[src/rtl/awu_pkg.sv]
package awu_pkg;
  typedef enum logic [1:0] {
    MON_IDLE  = 2'd0,
    MON_ARMED = 2'd1,
    MON_TRIG  = 2'd2,
    MON_SLEEP = 2'd3
  } mon_state_e;

  localparam int CAUSE_W = 3;
  localparam int NUM_SRC = 5;

  localparam logic OP_ARM  = 1'b0;
  localparam logic OP_WAIT = 1'b1;
endpackage

[src/rtl/awu_line_match.sv]
module awu_line_match #(
  parameter int ADDR_W    = 32,
  parameter int LINE_BITS = 6
) (
  input  logic              clk,
  input  logic              rst_n,
  input  logic              load_en,
  input  logic [ADDR_W-1:0] load_addr,
  input  logic              snoop_valid,
  input  logic [ADDR_W-1:0] snoop_addr,
  output logic              hit
);
  localparam int TAG_W = ADDR_W - LINE_BITS;

  logic [TAG_W-1:0] line_tag;

  always_ff @(posedge clk) begin
    if (!rst_n) begin
      line_tag <= '0;
    end else if (load_en) begin
      line_tag <= load_addr[ADDR_W-1:LINE_BITS];
    end
  end

  assign hit = snoop_valid && (snoop_addr[ADDR_W-1:LINE_BITS] == line_tag);
endmodule

[src/rtl/awu_wake_arbiter.sv]
module awu_wake_arbiter #(
  parameter int NUM_SRC = 5,
  parameter int CAUSE_W = 3
) (
  input  logic [NUM_SRC-1:0] src,
  output logic               any,
  output logic [CAUSE_W-1:0] cause
);
  // Lowest index wins: scan from the top so lower sources overwrite.
  always_comb begin
    cause = '0;
    for (int i = NUM_SRC - 1; i >= 0; i--) begin
      if (src[i]) cause = i[CAUSE_W-1:0];
    end
  end

  assign any = |src;
endmodule

[src/rtl/awu_ctrl.sv]
module awu_ctrl
  import awu_pkg::*;
#(
  parameter int PRIV_W = 2
) (
  input  logic               clk,
  input  logic               rst_n,
  input  logic               req_valid,
  input  logic               req_op,
  input  logic [PRIV_W-1:0]  req_priv,
  input  logic               any_evt,
  input  logic [CAUSE_W-1:0] evt_cause,
  output logic               req_ready,
  output logic               load_line,
  output logic               sleep,
  output logic               wake_valid,
  output logic [CAUSE_W-1:0] wake_cause,
  output logic               priv_fault
);
  mon_state_e st, st_nxt;
  logic req_fire, priv_ok, arm_ok, wait_ok, wake_set;

  assign req_ready = (st != MON_SLEEP);
  assign req_fire  = req_valid && req_ready;
  assign priv_ok   = (req_priv == '0);
  assign arm_ok    = req_fire && priv_ok && (req_op == OP_ARM);
  assign wait_ok   = req_fire && priv_ok && (req_op == OP_WAIT);
  assign load_line = arm_ok;

  always_comb begin
    st_nxt   = st;
    wake_set = 1'b0;
    case (st)
      MON_IDLE: begin
        if (arm_ok) st_nxt = MON_ARMED;
      end
      MON_ARMED: begin
        if (arm_ok)       st_nxt = MON_ARMED;
        else if (wait_ok) st_nxt = any_evt ? MON_IDLE : MON_SLEEP;
        else if (any_evt) st_nxt = MON_TRIG;
      end
      MON_TRIG: begin
        if (arm_ok)       st_nxt = MON_ARMED;
        else if (wait_ok) st_nxt = MON_IDLE;
      end
      MON_SLEEP: begin
        if (any_evt) begin
          st_nxt   = MON_IDLE;
          wake_set = 1'b1;
        end
      end
      default: st_nxt = MON_IDLE;
    endcase
  end

  always_ff @(posedge clk) begin
    if (!rst_n) begin
      st         <= MON_IDLE;
      wake_valid <= 1'b0;
      wake_cause <= '0;
      priv_fault <= 1'b0;
    end else begin
      st         <= st_nxt;
      wake_valid <= wake_set;
      wake_cause <= wake_set ? evt_cause : '0;
      priv_fault <= req_fire && !priv_ok;
    end
  end

  assign sleep = (st == MON_SLEEP);
endmodule

[src/rtl/addr_watch_unit.sv]
module addr_watch_unit
  import awu_pkg::*;
#(
  parameter int ADDR_W    = 32,
  parameter int LINE_BITS = 6,
  parameter int PRIV_W    = 2
) (
  input  logic              clk,
  input  logic              rst_n,
  input  logic              req_valid,
  output logic              req_ready,
  input  logic              req_op,
  input  logic [ADDR_W-1:0] req_addr,
  input  logic [PRIV_W-1:0] req_priv,
  input  logic              snoop_valid,
  input  logic [ADDR_W-1:0] snoop_addr,
  input  logic              irq_evt,
  input  logic              fault_evt,
  input  logic              ctlreg_evt,
  input  logic              syscall_evt,
  output logic              sleep,
  output logic              wake_valid,
  output logic [2:0]        wake_cause,
  output logic              priv_fault
);
  logic               load_line, line_hit, any_evt;
  logic [NUM_SRC-1:0] src_vec;
  logic [CAUSE_W-1:0] evt_cause;

  awu_line_match #(.ADDR_W(ADDR_W), .LINE_BITS(LINE_BITS)) u_match (
    .clk         (clk),
    .rst_n       (rst_n),
    .load_en     (load_line),
    .load_addr   (req_addr),
    .snoop_valid (snoop_valid),
    .snoop_addr  (snoop_addr),
    .hit         (line_hit)
  );

  // Bit position equals cause code.
  assign src_vec = {syscall_evt, ctlreg_evt, fault_evt, irq_evt, line_hit};

  awu_wake_arbiter #(.NUM_SRC(NUM_SRC), .CAUSE_W(CAUSE_W)) u_arb (
    .src   (src_vec),
    .any   (any_evt),
    .cause (evt_cause)
  );

  awu_ctrl #(.PRIV_W(PRIV_W)) u_ctrl (
    .clk        (clk),
    .rst_n      (rst_n),
    .req_valid  (req_valid),
    .req_op     (req_op),
    .req_priv   (req_priv),
    .any_evt    (any_evt),
    .evt_cause  (evt_cause),
    .req_ready  (req_ready),
    .load_line  (load_line),
    .sleep      (sleep),
    .wake_valid (wake_valid),
    .wake_cause (wake_cause),
    .priv_fault (priv_fault)
  );
endmodule

[config.mk]
export PLATFORM = sky130hd
export DESIGN_NAME = addr_watch_unit
export DESIGN_NICKNAME = d
export VERILOG_FILES = /design/src/rtl/awu_pkg.sv /design/src/rtl/awu_line_match.sv /design/src/rtl/awu_wake_arbiter.sv /design/src/rtl/awu_ctrl.sv /design/src/rtl/addr_watch_unit.sv
export SDC_FILE = /design/constraint.sdc
export NUM_CORES = 1
export LEC_CHECK = 0
export ABC_AREA = 1
export ABC_CLOCK_PERIOD_IN_PS = 1900
export BUFFER_PORTS_ARGS = -buffer_cell sky130_fd_sc_hd__buf_2
export CORE_MARGIN = 1.5
export CORE_UTILIZATION = 47
export CTS_BUF_LIST = sky130_fd_sc_hd__clkbuf_4
export DETAILED_ROUTE_END_ITERATION = 16
export PLACE_DENSITY = 0.81
export RECOVER_POWER = 25
export SKIP_LAST_GASP = 1
export SLEW_MARGIN = 30
export SYNTH_ARGS = -nofsm -noshare
export SYNTH_HDL_FRONTEND = slang
export SYNTH_HIERARCHICAL = 1
export SYNTH_SLANG_ARGS = --single-unit
[constraint.sdc]
create_clock -name clk -period 1.9 [get_ports clk]
set_input_delay 0.38 -clock clk [delete_from_list [all_inputs] [get_ports clk]]
set_output_delay 0.38 -clock clk [all_outputs]
set_load 0.005 [all_outputs]
==> results.yml, run 1 <==
die:
  die_area_um2: 4060
  die_w_um: 63.72
  fp-row-count: 21
  pin_count: 82
  dieHeight_um: 63.72
  initial_core_util_pct: 50.35
  core_area_um2: 3442
logic_synthesis:
  ys_ff_latch: 33
  synthesis.nets: 352
  avgSynthCellArea_um2: 6.256
  yosysTopAreaCellShare_pct: 38.12
  yosys_warnings: 6
  seq_area_frac_synth_pct: 38.12
  synth.largest_area_cell: "dfxtp_1"
  synth_cell_types: 21
  synthCells: 277
  synth.area.top_cells: "dfxtp_1, nand2_1, inv_1, nor2_1, a21oi_1"
  netlist_area_um2: 1733
timing:
  whs_ns: 0.2741
  tightest_slew_ns: 0.8546
  fin_skew_ns: 0.003622
  hold_viol_final: 0
  drv_slew: 0
  max_freq_mhz: 596.9
  min_period_ns: 1.675
  fin_crit_sh_pct: 88.18
  rsz0062_at_grt: "no"
  setup_viol: 0
  relSlewSlack_pct: 43.03
  tns_ns: 0
pwr:
  leakage_nw: 1.152
  p_total_w: 0.001290
  p_per_area_nw_per_um2: 605.6
  ir_drop_mv: 0.3142
clock_network:
  clockBufferDepth: 2
  cts_tree: "yes"
  root_buffer: "clkbuf_4"
  cts_sinks: 33
  clkLatencyLatePin_ns: 0.32
  clkTransAtPathRegs_ns: 0.09
  cts_buffers: 5
  post_cts_resized: 0
  ctsHoldBuffers: 0
  htree_levels: 2
  post_cts_buffers: 0
global_routing:
  grt_max_degree: 44
  grt_pass1_vias: 1644
  grt_antenna_before_repair: 0
  track_usage_pct: 20.14
  overflow: 0
  grt_pass1_wl_um: 6361
place:
  placed_area_um2: 2095
  finalWeightedCongestion: 0.7651
  port_buffers: 69
  dp_hpwl_um: 2891
layout:
  drive_above_1_share_pct: 23.85
  areaGrowthSynthToFinish_pct: 22.89
  n_antenna_cell: 0
  finalInstanceArea_um2: 2130
  nets: 423
  fillCellCount: 372
critical_path:
  rrSetupSlack_ns: 0.22
  startpoint_type: "flip-flop"
  cp.required_ns: 2.11
  critPathCaptureType: "flip-flop"
  crit_fanout: 3
  arrival_ns: 1.89
  criticalPathCategory: "flip-flop to flip-flop"
min_path:
  hp-class: "primary input to flip-flop"
run_status:
  outcome: "complete, no violations"
detailed_routing:
  postRouteAntennaNets: 0
  wirelength_um: 3772
  vias: 1780
  drt_iter0_drc: 39
  routed_via_density: 4.518
  avgRoutedWirePerCell_um: 9.574
  post-route-drc-count: 0
  first_pass_iters: 4
flow_run:
  cap_violations: 0
==> stage by stage <==
| stage | setup slack, ns | utilization, % | cells |
|---|---|---|---|
| 3_3_place_gp | 0.1238 | 60.85 | 387 |
| 2_1_floorplan | 0.4151 | - | 277 |
| 4_1_cts | 0.2409 | 62.27 | 394 |
| 3_5_place_dp | 0.09997 | 60.85 | 387 |
| 6_report | 0.2246 | 61.87 | 394 |
| 5_1_grt | 0.06516 | 61.87 | 394 |
==> registers in the layout, summed over array words and instances, names as in the netlist <==
name	flops
u_ctrl/priv_fault	1
u_ctrl/wake_valid	1
u_ctrl/st	2
u_ctrl/wake_cause	3
u_match/line_tag	26
==> layer usage <==
metal / global-route usage, % / part of all wire [%] / vias up
met3: 3.750 / 4.7 / 9
met5: 0 / 0 / -
met1: 21.86 / 44 / 756
li1: - / - / 975
met4: 10.33 / 2.3 / 0
met2: 36.84 / 49 / 40
==> synth_stat cells <==
library cell / count
inv_1: 48
o21ai_1: 6
dfxtp_1: 33
o21ai_0: 20
inv_4: 1
xnor2_1: 5
a21oi_1: 20
buf_6: 3
nand2_1: 74
xor2_1: 1
nand3_1: 5
nand2_2: 3
buf_2: 3
nor3_1: 1
nor2_1: 45
nor2_2: 2
buf_4: 1
nor2_4: 1
nand3_2: 1
inv_2: 3
nand4_1: 1
==> final cells by class <==
cell class | instances | area [um2] | area share [%]
clock buffer | 6 | 45.04 | 2.115
clock inverter | 1 | 3.754 | 0.1763
inverter | 52 | 197.7 | 9.283
multi-input combinational | 185 | 810.8 | 38.07
sequential | 33 | 660.6 | 31.02
tap | 46 | 57.56 | 2.703
timing repair buffer | 71 | 354.1 | 16.63
==> cell families after synthesis <==
| group | after synthesis | synth area share (%) |
|---|---|---|
| compound gates | 46 | 13.29 |
| xor+xnor | 6 | 3.032 |
| flops | 33 | 38.12 |
| simple gates | 133 | 30.90 |
| buf+inv | 59 | 14.66 |
==> cell usage in the layout, fill, tap and decap left out, types with 3 or more instances in the layout <==
master	instances
a21oi_1	20
clkbuf_4	6
buf_2	67
xnor2_1	5
inv_2	3
nor2_1	45
nand3_1	6
clkbuf_1	3
o21ai_1	6
dfxtp_1	33
nand2_1	75
o21ai_0	20
inv_1	48
==> power breakdown <==
group / internal (W) / switching [W]
sequential: 0.000713 / 0.0000114
clock: 0.000149 / 0.000215
combinational: 0.0000963 / 0.000105
==> critical path, stage by stage, from the launching register on <==
cell and delay, ns:
dfxtp_1 0.34, inv_1 0.06, nand2_1 0.06, nand2_1 0.07, nor2_1 0.10, nand2_1 0.06, nor2_1 0.09, nand2_1 0.07
nor2_2 0.14, nor2_1 0.08, nand3_1 0.16, inv_1 0.09, nand3_1 0.08, nand2_1 0.05, nand2_1 0.06, a21oi_1 0.06
==> final timing paths <==
check / start / end / cells past startpoint
worst max-delay path: u_match/line_tag[11]$_SDFFE_PN0P_ / u_ctrl/st[0]$_SDFFE_PN0P_ / 15
worst min-delay path: req_addr[7] / u_match/line_tag[1]$_SDFFE_PN0P_ / 3
worst max register to register: u_match/line_tag[11]$_SDFFE_PN0P_ / u_ctrl/st[0]$_SDFFE_PN0P_ / 15
worst min register to register: u_match/line_tag[20]$_SDFFE_PN0P_ / u_match/line_tag[20]$_SDFFE_PN0P_ / 2
(Power assumes the default switching activity.)
==> run 2: changes to the inputs <==
--- a/config.mk
+++ b/config.mk
@@ -8,12 +8,13 @@
 export ABC_AREA = 1
 export ABC_CLOCK_PERIOD_IN_PS = 1900
 export BUFFER_PORTS_ARGS = -buffer_cell sky130_fd_sc_hd__buf_2
+export CELL_PAD_IN_SITES_DETAIL_PLACEMENT = 1
+export CELL_PAD_IN_SITES_GLOBAL_PLACEMENT = 2
 export CORE_MARGIN = 1.5
-export CORE_UTILIZATION = 47
+export CORE_UTILIZATION = 23
 export CTS_BUF_LIST = sky130_fd_sc_hd__clkbuf_4
 export DETAILED_ROUTE_END_ITERATION = 16
-export PLACE_DENSITY = 0.81
-export RECOVER_POWER = 25
+export PLACE_DENSITY_LB_ADDON = 0.1
 export SKIP_LAST_GASP = 1
 export SLEW_MARGIN = 30
 export SYNTH_ARGS = -nofsm -noshare
==> run 2 against run 1 <==
Compared with the run above: clock power increased by 14%; clock skew increased by 0.011 ns; hold slack got worse by 0.015 ns; flip-flop and latch count unchanged; maximum frequency increased by 3.0%; non-clock buffer count increased by 1; largest cell class unchanged.
==> results.yml, run 2 (same netlist as run 1, synthesis figures left out) <==
layout:
  areaGrowthSynthToFinish_pct: 28.59
  top_regs: "u_match/line_tag (26), u_ctrl/wake_cause (3), u_ctrl/st (2)"
  layout_common_cells: "nand2_1, buf_2, inv_1"
  drive_above_1_share_pct: 26.29
  top_register: "u_match/line_tag"
  instances_no_fill: 449
  finalInstanceArea_um2: 2228
  largest_reg_flops: 26
  nets: 424
  n_antenna_cell: 0
  layout_commonest_cell: "nand2_1"
die:
  fp-row-count: 31
  die_area_um2: 8064
  dieHeight_um: 89.80
  core_area_um2: 7253
  initial_core_util_pct: 23.89
  pin_count: 82
  die_w_um: 89.80
timing:
  tns_ns: 0
  fin_crit_sh_pct: 85.62
  setup_slack_ns: 0.2732
  tightest_slew_ns: 0.4802
  relSlewSlack_pct: 67.99
  hold_viol_final: 0
  max_freq_mhz: 614.7
  rsz0062_at_grt: "no"
  min_period_ns: 1.627
  setup_viol: 0
  drv_slew: 0
  fin_skew_ns: 0.01427
critical_path:
  crit_buf_inv: 2
  cpMostUsedCell: "nand2_1"
  startpoint_type: "flip-flop"
  path_delay_family: "simple AND/OR/NAND/NOR gates"
  crit_fanout: 3
  cp.required_ns: 2.17
  critPathCaptureType: "flip-flop"
  slowest_delay_ns: 0.33
  cpMaxStageDelayCell: "dfxtp_1"
  path_cells: "inv_1, nand2_1, nand2_1, nor2_1, nand2_1, nor2_1, nand2_1, nor2_2, nor2_1, nand3_2, inv_1, nand3_1, nand2_1, nand2_1, a21oi_1"
  arrival_ns: 1.90
  criticalPathCategory: "flip-flop to flip-flop"
  rrSetupSlack_ns: 0.27
pwr:
  pwr-share-comb_pct: 15.4
  leakage_nw: 1.177
  ir_drop_mv: 0.2185
  swShare_pct: 28.28
  p_clk_share_pct: 30.7
  power_frac_seq_pct: 53.9
  p_per_area_nw_per_um2: 604.5
  intPower_w: 0.0009661
  p_switching_w: 0.0003809
global_routing:
  grt_max_degree: 44
  grt_pass1_wl_um: 8155
  grt_antenna_before_repair: 0
  track_usage_pct: 12.73
  overflow: 0
  grt_pass1_vias: 1815
clock_network:
  post_cts_buffers: 0
  clockBufferDepth: 2
  clkTransAtPathRegs_ns: 0.12
  post_cts_resized: 0
  cts_sinks: 33
  root_buffer: "clkbuf_4"
  ctsHoldBuffers: 0
  cts_buffers: 5
  htree_levels: 2
  clkLatencyLatePin_ns: 0.34
  cts_tree: "yes"
detailed_routing:
  wirelength_um: 4825
  postRouteAntennaNets: 0
  avgRoutedWirePerCell_um: 10.75
  vias: 1802
  routed_via_density: 4.013
  drt_iter0_drc: 28
  first_pass_iters: 3
  post-route-drc-count: 0
place:
  finalWeightedCongestion: 0.7667
  placed_area_um2: 2168
  dp_slack_ns: 0.06838
  dp.cells: 441
  port_buffers: 69
  dp_hpwl_um: 3643
min_path:
  hp-class: "primary input to flip-flop"
flow_run:
  cap_violations: 0
run_status:
  outcome: "complete, no violations"
run 2: stage by stage:
step / utilization (%) / power [W] / hold slack [ns]
CTS: 30.65 / 0.001388 / 0.2398
global route: 30.72 / 0.001452 / 0.2304
finish: 30.72 / 0.001347 / 0.2593
floorplan: - / 0.0008520 / 0.4431
detailed placement: 29.89 / 0.0009535 / 0.4623
global placement: 29.89 / 0.0009520 / 0.4606
run 2: power groups by stage:
stage	clock network (W)	registers (W)	logic [W]
2_1_floorplan	0	0.000739	0.000113
3_3_place_gp	0	0.000741	0.000211
3_5_place_dp	0	0.000741	0.000212
4_1_cts	0.000448	0.000726	0.000213
5_1_grt	0.000479	0.000729	0.000244
6_report	0.000414	0.000726	0.000207
run 2: tightest hold or removal path, cell delays in order:
cell and delay [ns]:
buf_2 0.08, nor2_1 0.04, nor2_1 0.08
run 2: layer usage:
layer	global-route usage, %	share of wire, %
met2	20.10	46
met3	4.315	5.6
met1	16.19	47
met5	0	0
met4	4.365	1.3
run 2: final timing paths:
kind	startpoint	endpoint	cells after the start
worst max-delay path	u_match/line_tag[17]$_SDFFE_PN0P_	u_ctrl/st[0]$_SDFFE_PN0P_	15
worst max register to register	u_match/line_tag[17]$_SDFFE_PN0P_	u_ctrl/st[0]$_SDFFE_PN0P_	15
worst min-delay path	req_addr[24]	u_match/line_tag[18]$_SDFFE_PN0P_	3
worst min register to register	u_match/line_tag[0]$_SDFFE_PN0P_	u_match/line_tag[0]$_SDFFE_PN0P_	2
run 2: final cells by class:
type | count | area, um2
Fill cell | 1004 | 5025
Multi-Input combinational cell | 185 | 823.3
Sequential cell | 33 | 660.6
Timing Repair Buffer | 72 | 367.9
Inverter | 52 | 197.7
Tap cell | 99 | 123.9
Clock buffer | 6 | 45.04
Clock inverter | 2 | 10.01
==> run 3: changes to the inputs <==
==> constraint.sdc (replaced) <==
create_clock -name clk -period 1.9 [get_ports clk]
set_input_delay 0.095 -clock clk [delete_from_list [all_inputs] [get_ports clk]]
set_output_delay 0.095 -clock clk [all_outputs]
set_load 0.005 [all_outputs]
==> run 3 against run 2 <==
Compared with the run above: cell area grew 5.8%; die area unchanged; via count rose by 3.7%; worst setup slack got worse by 0.17 ns; clock power fell by 6.0%; critical path depth shrank 9; combinational power grew 11%; largest power group unchanged.
==> results.yml, run 3 (same netlist as run 1, synthesis figures left out) <==
run_status:
  outcome: "complete, no violations"
timing:
  tightest_slew_ns: 0.4105
  hold_viol_final: 0
  setup_viol: 0
  drv_slew: 0
  fin_crit_sh_pct: 94.75
  min_period_ns: 1.800
  tns_ns: 0
  relSlewSlack_pct: 72.63
  rsz0062_at_grt: "no"
  max_freq_mhz: 555.5
  fin_skew_ns: 0.006721
die:
  die_area_um2: 8064
  die_w_um: 89.80
  pin_count: 82
  fp-row-count: 31
  initial_core_util_pct: 23.89
  dieHeight_um: 89.80
  core_area_um2: 7253
critical_path:
  startpoint_type: "primary input"
  crit_fanout: 2
  cp.required_ns: 2.13
  rr_worst_depth: 15
  critPathCaptureType: "flip-flop"
  criticalPathCategory: "primary input to flip-flop"
  rrSetupSlack_ns: 0.25
  worstSetupStartpoint: "req_priv[0]"
  arrival_ns: 2.03
  rr_endpoint: "u_ctrl/st[0]$_SDFFE_PN0P_"
  r2r_start: "u_match/line_tag[11]$_SDFFE_PN0P_"
detailed_routing:
  postRouteAntennaNets: 0
  post-route-drc-count: 0
  routed_via_density: 4.045
  avgRoutedWirePerCell_um: 10.40
  drt_iter0_drc: 30
  wirelength_um: 4806
  first_pass_iters: 4
  vias: 1869
min_path:
  hp-class: "primary input to flip-flop"
  hold_start: "req_addr[21]"
  min_path_cells: 3
  hold_end: "u_match/line_tag[15]$_SDFFE_PN0P_"
clock_network:
  root_buffer: "clkbuf_4"
  cts_sinks: 33
  clkTransAtPathRegs_ns: 0.11
  cts_tree: "yes"
  clkLatencyLatePin_ns: 0.33
  post_cts_buffers: 0
  htree_levels: 2
  clockBufferDepth: 2
  cts_buffers: 5
layout:
  drive_above_1_share_pct: 25.07
  top_regs: "u_match/line_tag (26), u_ctrl/wake_cause (3), u_ctrl/st (2)"
  areaGrowthSynthToFinish_pct: 36.10
  final_util_pct: 32.52
  nets: 437
  top_register: "u_match/line_tag"
  multi_input_area_um2: 823.3
  largest_reg_flops: 26
  layout_common_cells: "nand2_1, buf_2, inv_1"
  seqCellArea_um2: 663.1
  layout_commonest_cell: "nand2_1"
  fillCellCount: 988
  n_antenna_cell: 0
pwr:
  p_per_area_nw_per_um2: 569.7
  ir_drop_mv: 0.2396
  p_total_w: 0.001344
  leakage_nw: 1.229
place:
  port_buffers: 69
  dp_hpwl_um: 3650
  finalWeightedCongestion: 0.7478
global_routing:
  grt_antenna_before_repair: 0
  track_usage_pct: 12.79
  grt_pass1_vias: 1896
  grt_max_degree: 44
  overflow: 0
  grt_pass1_wl_um: 8286
flow_run:
  cap_violations: 0
[run 3: cell types whose count changed in the layout (fill, tap and decap cells not counted), sizes merged]
cell / before / now
dlygate4sd3: 0 / 14
buf: 72 / 71
clkinv: 2 / 3
clkbuf: 6 / 5
[run 3: power by group]
part	switching, W	total [W]	internal (W)	leakage (nW)
clock	0.000255	0.000389	0.000134	0.0300
sequential	0.0000118	0.000726	0.000714	0.269
combinational	0.000114	0.000229	0.000116	0.930
[run 3: cell type report]
type / instances / area share (%)
clock buffer: 5 / 1.592
clock inverter: 3 / 0.5305
inverter: 52 / 8.382
multi-input combinational: 185 / 34.91
sequential: 33 / 28.12
tap: 99 / 5.252
timing repair buffer: 85 / 21.22
[run 3: worst max-delay path by stage]
stage / endpoint
2_1_floorplan: u_ctrl/st[0]$_SDFFE_PN0P_
3_3_place_gp: u_ctrl/st[0]$_SDFFE_PN0P_
3_5_place_dp: u_ctrl/st[0]$_SDFFE_PN0P_
4_1_cts: u_ctrl/priv_fault$_SDFF_PN0_
5_1_grt: u_ctrl/st[0]$_SDFFE_PN0P_
6_report: u_ctrl/priv_fault$_SDFF_PN0_
[run 3: routing by layer]
layer	vias up	GRT usage [%]	routed length [um]
li1	1006	-	-
met1	817	15.84	2208
met2	41	20.99	2301
met3	5	3.976	241
met4	0	4.365	55
met5	-	0	0
[run 3: stage by stage]
step | setup WS [ns] | instance area, um2 | hold slack, ns | instances
2_1_floorplan | 0.4762 | 1733 | 0.2208 | 277
3_3_place_gp | 0.2291 | 2161 | 0.3158 | 440
3_5_place_dp | 0.1865 | 2161 | 0.3239 | 440
4_1_cts | 0.1212 | 2341 | 0.003753 | 461
5_1_grt | 0.003560 | 2359 | 0.01972 | 462
6_report | 0.09974 | 2359 | 0.02635 | 462
[run 3: repair_timing]
action                                 in CTS  in global routing
endpoints found under the hold margin      11                  1
resized for setup                           0                  3
setup endpoints to repair                   0                  2
hold buffers                               13                  1
[run 3: critical path: stages]
cell and delay (ns):
dlygate4sd3_1 0.54, buf_2 0.12, nor2_1 0.14, dlygate4sd3_1 0.57, nor2_1 0.04, dlygate4sd3_1 0.54
